`src/rtl/tick_reload_timer.sv`:
```
module tick_reload_timer #(
  parameter bit TIMER_MODE = 1'b1,
  parameter int TB_W       = 16
) (
  input  logic        clk,
  input  logic        rst_n,
  input  logic        wr_en,
  input  logic        rd_en,
  input  logic [2:0]  addr,
  input  logic [31:0] wdata,
  output logic [31:0] rdata,
  output logic        irq
);
  localparam int CW      = TIMER_MODE ? 12 : 32;
  localparam int RUN_BIT = TIMER_MODE ? 1 : 2;

  localparam logic [2:0] A_CTRL = 3'd0, A_RELOAD = 3'd1, A_VALUE = 3'd2,
                         A_STAT = 3'd3, A_PEND = 3'd4, A_TBASE = 3'd5;

  logic [2:0]      ctrl_q;
  logic [CW-1:0]   reload_q, cnt_q;
  logic [TB_W-1:0] tb_q, ps_q;
  logic            ovf_q, pend_q, tick;
  logic            unused_wdata;

  assign unused_wdata = ^wdata;

  wire ctrl_wr = wr_en && addr == A_CTRL;
  wire run_cur = ctrl_q[RUN_BIT];
  wire start   = ctrl_wr && wdata[RUN_BIT] && !run_cur;
  wire advance = run_cur && !ctrl_wr && tick;
  wire expire  = advance && cnt_q == CW'(1);

  generate
    if (TIMER_MODE) begin : g_prescale
      assign tick = ps_q >= tb_q;
      always_ff @(posedge clk) begin
        if (!rst_n || !run_cur || ctrl_wr || tick) ps_q <= '0;
        else                                       ps_q <= ps_q + 1'b1;
      end
    end else begin : g_direct
      assign tick = 1'b1;
      always_ff @(posedge clk) ps_q <= '0;
    end
  endgenerate

  always_ff @(posedge clk) begin
    if (!rst_n) begin
      ctrl_q   <= '0;
      reload_q <= '0;
      tb_q     <= '0;
    end else if (wr_en) begin
      case (addr)
        A_CTRL:   ctrl_q   <= wdata[2:0];
        A_RELOAD: reload_q <= wdata[CW-1:0];
        A_TBASE:  tb_q     <= wdata[TB_W-1:0];
        default: ;
      endcase
    end
  end

  always_ff @(posedge clk) begin
    if (!rst_n)                        cnt_q <= '0;
    else if (start)                    cnt_q <= reload_q;
    else if (expire)                   cnt_q <= reload_q;
    else if (advance && cnt_q != '0)   cnt_q <= cnt_q - 1'b1;
  end

  always_ff @(posedge clk) begin
    if (!rst_n)                                ovf_q <= 1'b0;
    else if (expire)                           ovf_q <= 1'b1;
    else if (rd_en && addr == A_STAT)          ovf_q <= 1'b0;
  end

  always_ff @(posedge clk) begin
    if (!rst_n)                      pend_q <= 1'b0;
    else if (ctrl_wr && !wdata[0])   pend_q <= 1'b0;
    else if (expire && ctrl_q[0])    pend_q <= 1'b1;
  end

  assign irq = pend_q;

  always_comb begin
    case (addr)
      A_CTRL:   rdata = 32'(ctrl_q);
      A_RELOAD: rdata = 32'(reload_q);
      A_VALUE:  rdata = 32'(cnt_q);
      A_STAT:   rdata = 32'(ovf_q);
      A_PEND:   rdata = 32'(pend_q);
      A_TBASE:  rdata = 32'(tb_q);
      default:  rdata = '0;
    endcase
  end
endmodule

```
`config.mk`:
```
export PLATFORM = sky130hd
export DESIGN_NAME = tick_reload_timer
export DESIGN_NICKNAME = d
export VERILOG_FILES = /design/src/rtl/tick_reload_timer.sv
export SDC_FILE = /design/constraint.sdc
export NUM_CORES = 1
export LEC_CHECK = 0
export ABC_AREA = 1
export BUFFER_PORTS_ARGS = -buffer_cell sky130_fd_sc_hd__buf_2
export CAP_MARGIN = 25
export CELL_PAD_IN_SITES_DETAIL_PLACEMENT = 1
export CELL_PAD_IN_SITES_GLOBAL_PLACEMENT = 1
export CORE_MARGIN = 2
export CORE_UTILIZATION = 39
export DETAILED_ROUTE_END_ITERATION = 10
export PLACE_DENSITY = 0.9
export SLEW_MARGIN = 20
export SYNTH_ARGS = -nofsm -noshare
export SYNTH_HDL_FRONTEND = slang
export SYNTH_SLANG_ARGS = --single-unit
```
`constraint.sdc`:
```
create_clock -name clk -period 2.1 [get_ports clk]
set_input_delay 0.525 -clock clk [delete_from_list [all_inputs] [get_ports clk]]
set_output_delay 0.525 -clock clk [all_outputs]
set_load 0.05 [all_outputs]
```
Yosys cells after proc, flatten, opt, wreduce, memory -nomap -nowiden
Cells that the tools add are included.
{ "word_totals": {"output_inout_bits": 33, "word_cells": 48, "regBits": 61} }
{ "op_classes": {"add_sub_neg": 2, "mux": 6, "eq_ne": 6, "n_reduce_logical": 25, "bitwise_logic": 1, "magnitude_cmp": 1} }
{ "ops": {"columns": ["operator", "count"], "rows": [
  ["16-bit one-hot mux with 6 select lines", 1],
  ["12-bit 2-to-1 mux", 3],
  ["16-bit by 1-bit adder with 16-bit output, second input constant", 1],
  ["16-bit greater-or-equal comparator", 1],
  ["12-bit by 1-bit == test with 1-bit output, second input constant", 1],
  ["12-bit nonzero test", 1],
  ["12-bit by 1-bit subtractor with 12-bit output, second input constant", 1],
  ["1-bit logical AND", 10],
  ["3-bit by 2-bit == test with 1-bit output, second input constant", 2],
  ["3-bit == test, second input constant", 2],
  ["2-bit AND reduction", 3],
  ["1-bit zero test", 4],
  ["3-bit by 1-bit == test with 1-bit output, second input constant", 1],
  ["3-bit zero test", 1],
  ["1-bit logical OR", 3],
  ["3-bit nonzero test", 1],
  ["1-bit 2-to-1 mux", 2],
  ["2-bit nonzero test", 1],
  ["2-bit OR reduction", 1],
  ["1-bit NOT", 1]
]} }

Logic depth before layout (Yosys ltp)
{ "depth": {"ltp_word": 9, "ltp_mapped": 18} }

Worst setup path after synthesis
No wires, ideal clock.
{ "synth_timing": {"path_type": "input -> output", "start": "in addr[1]", "end": "out rdata[10]", "arrival_ns": 1.804, "cell_stages": 4, "setup_slack_ns": -0.229, "cell_sequence": "inv_2 > nand3_1 > clkbuf_1 > o221ai_1"} }
{ "synth_via": {"elab_chain_cells": 2, "elab_cells_between_ends": 7, "classes_between": "eq/ne (5); mux (1); reduce/logical (1)"} }
{ "synth_rtl": {"columns": ["item", "line_no", "text"], "rows": [
  ["start: declaration", "9", "input logic [2:0] addr,"],
  ["3-bit == test, or another cell as far along", "84", "case (addr)"],
  ["16-bit one-hot mux with 6 select lines *", "84", null],
  ["end: declaration", "11", "output logic [31:0] rdata,"]
]} }
Mark *: on every way between the ends. The rest lies on a longest branch, timed or not.

Final worst setup path
{ "layout_timing": {"start": "in addr[0]", "end": "out rdata[2]"} }
The elaborated chain is that of the path after synthesis.

==> run summary <==
Number of cell rows: 34
Total Wirelength: 11,600 um
Comb pwr share: 15.7%
Synth top cells by count: nand2_1 (78), nor2_1 (71), dfxtp_1 (61)
Die H: 98.9 um
Rel. slew slack: 63.5%
Crit share post-route: 99.9%
CTS H-tree depth: 3
Yosys reg bits: 61
Post-placement cell area: 0.00396 sq mm
DRT Pass-1 Iters: 4
Placeable Area: 0.00872 sq mm
Number of vias per cell: 5.35
Total grt overflow: 0
Slew Limit Fails: 0
Top cell type's share of synthesized area: 34.8%
Global Route Usage Sum: 22.6%
CTS Hold Bufs: 0
Synth async-reset ratio: 0%
FF-to-FF setup slack: 0.02 ns
Syn avg cell area: 7.19 sq um
Die Wd: 98.9 um
DRT iter0 DRCs: 136
Unrepaired setup endpoints after global routing: yes
# nets final: 615
Routed wire per std cell: 17.3 um
Estimated wirelength of the detail-placed design: 7810 um
Sequential power share: 41.9%
Via Count: 3,586
Post-Route Skew: 0.00933 ns
Number of global-route vias before repair: 3,832
Final Hold Viols: 0
Number of nets with antenna violations after routing: 0
Initial Util: 40.2%
Number of synthesis warnings: 0
Fill count: 1,087
Pre-CTS setup slack: -0.128 ns
CP Capture Type: output pin
Top Ports: 72
Synth Cell Area: 0.00351 sq mm
Initial antenna violation count: 0
Design Area, Final: 0.00462 sq mm
Tightest Pin Transition: 0.547 ns
Largest net degree at the start of global routing: 33
Max Fclk: 477 MHz
Startpoint types: primary input
Tightest hold margin: 0.426 ns
Primary FF master, synth: dfxtp_1
Worst Slack Setup Final: 0.00157 ns
Number of synthesized flops with an enable pin: 0
# clock sinks: 61
Area Overhead vs Synth: 31.5%
Syn Inst Count: 488
Max Cap Viol: 0
Power Density: 618 mW/mm^2
CTS tree: done
Tmin final: 2.10 ns
Int Pwr: 2.03 mW
Yosys cell types: 39
Leakage power: 1.93 nW
Sw power: 822 uW
Post-synthesis sequential area ratio: 34.8%
Residual DRC: 0
VDD IR max: 0.380 mV
Sw frac: 28.8%
CTS max path bufs: 2
PortBufs: 39
Root Buffer: clkbuf_8
GP Congestion: 0.909
Reg clk slew, reported paths: 0.07 ns
Die area: 0.00977 sq mm
Worst skew pair latency: 0.35 ns
CTS buffer count: 9
Antenna diodes: 0
Clock network power share: 42.4%
Tightest Hold Check Type: primary input to flop
Share of cells above drive strength 1: 30.1%
Top post-synthesis cells by area: dfxtp_1 (35%), nand2_1 (8.3%), nor2_1 (7.6%)
Post-synth top area cell: dfxtp_1
Count leader, synth: nand2_1
Worst Path Class, Setup: primary input to output pin
CP max FO: 11
Result of the run: finished clean
First-pass GRT wire length: 17,900 um
Critical Path AT: 1.57 ns
Final setup viols: 0
Worst EP required: 1.57 ns
==> sequential cells by signal, summed over array words and instances (netlist names) <==
name      cells
ovf_q         1
cnt_q        12
irq           1
ctrl_q        3
ps_q         16
tb_q         16
reload_q     12
==> power by group through the flow <==
stage / clock network [mW] / logic (mW) / registers, mW
2_1_floorplan: 0 / 0.278 / 1.22
3_3_place_gp: 0 / 0.358 / 1.22
3_5_place_dp: 0 / 0.376 / 1.22
4_1_cts: 1.23 / 0.393 / 1.19
5_1_grt: 1.27 / 0.486 / 1.20
6_report: 1.21 / 0.449 / 1.20
==> area by class of cell <==
class	count	area [sq um]	area share [%]
multi-input cells	352	2230	48.4
flip-flops and latches	61	1230	26.6
repair buffers	75	566	12.3
inverters	58	225	4.88
clock buffers	14	193	4.17
well taps	108	135	2.93
clock inverters	2	37.5	0.813
==> routing by layer <==
layer | vias to the layer above | track usage [%] | part of all wire [%]
met5 | - | 0 | 0
met4 | 0 | 9.27 | 2.5
met3 | 26 | 4.47 | 4.0
met2 | 93 | 41.3 | 54
met1 | 1750 | 25.6 | 40
li1 | 1717 | - | -
==> cell usage in the layout, fill, tap and decap left out, types with 2 or more instances in the layout <==
master    count
ha_1         13
conb_1       16
nor2_2        8
nand4_2       2
nor3_1        4
nor3b_2       4
nand2_4       3
inv_1        48
nand3_1      11
a21oi_1      37
o21ai_0      30
ha_4          6
o221ai_1      3
a21oi_2       3
clkbuf_8     14
nand4_1      16
buf_12        2
nor2_4        7
dfxtp_2       4
xor2_1       12
buf_6        10
nand3_4       5
nand2_2      10
o21ai_1       4
dfxtp_1      57
inv_2         7
buf_4        37
o221ai_2      7
clkbuf_4      2
nor3_2        2
nor2_1       62
buf_2        24
nor3_4        2
nor3b_1       2
nand2_1      70
==> cell families (layout without fill, tap and decap cells) <==
logic type,Yosys count,after routing,share of synthesized area [%]
AOI/OAI and AO/OA,93,93,15.1
xor gates and xnor gates,13,13,3.24
adders and majority gates,19,19,6.77
buffers and inverters,90,149,11.7
DFF,61,61,34.8
other,1,16,0.107
and+or+nand+nor,211,211,28.3
==> stage by stage <==
| step | power, mW | TNS (ns) | instances | utilization [%] |
|---|---|---|---|---|
| floorplan | 1.49 | -2.18 | 503 | - |
| global placement | 1.58 | -0.709 | 648 | 45.4 |
| global route | 2.95 | -1.19 | 670 | 52.9 |
| CTS | 2.81 | 0 | 667 | 49.7 |
| detailed placement | 1.60 | -1.30 | 648 | 45.4 |
| finish | 2.85 | 0 | 670 | 52.9 |
==> what timing repair did <==
action	CTS	global route
cloned	1	0
endpoints found under the setup margin	22	36
resized for setup	33	61
setup buffers	2	3
pin swaps	2	17
==> worst max-delay path, cell delays in order <==
cell and delay (ns):
clkbuf_4 0.16, nor2_4 0.05, nand2_2 0.10, buf_12 0.15, o22ai_1 0.09, a221o_2 0.33, buf_6 0.16
==> final timing paths <==
kind                             from                  endpoint  depth (start not counted)
max                           addr[0]                  rdata[2]                          7
min                          wdata[9]  reload_q[9]$_SDFFE_PN0P_                          3
max reg2reg      tb_q[7]$_SDFFE_PN0P_     cnt_q[2]$_SDFFE_PN0P_                         14
min reg2reg  reload_q[5]$_SDFFE_PN0P_  reload_q[5]$_SDFFE_PN0P_                          2
(Power assumes the default switching activity.)
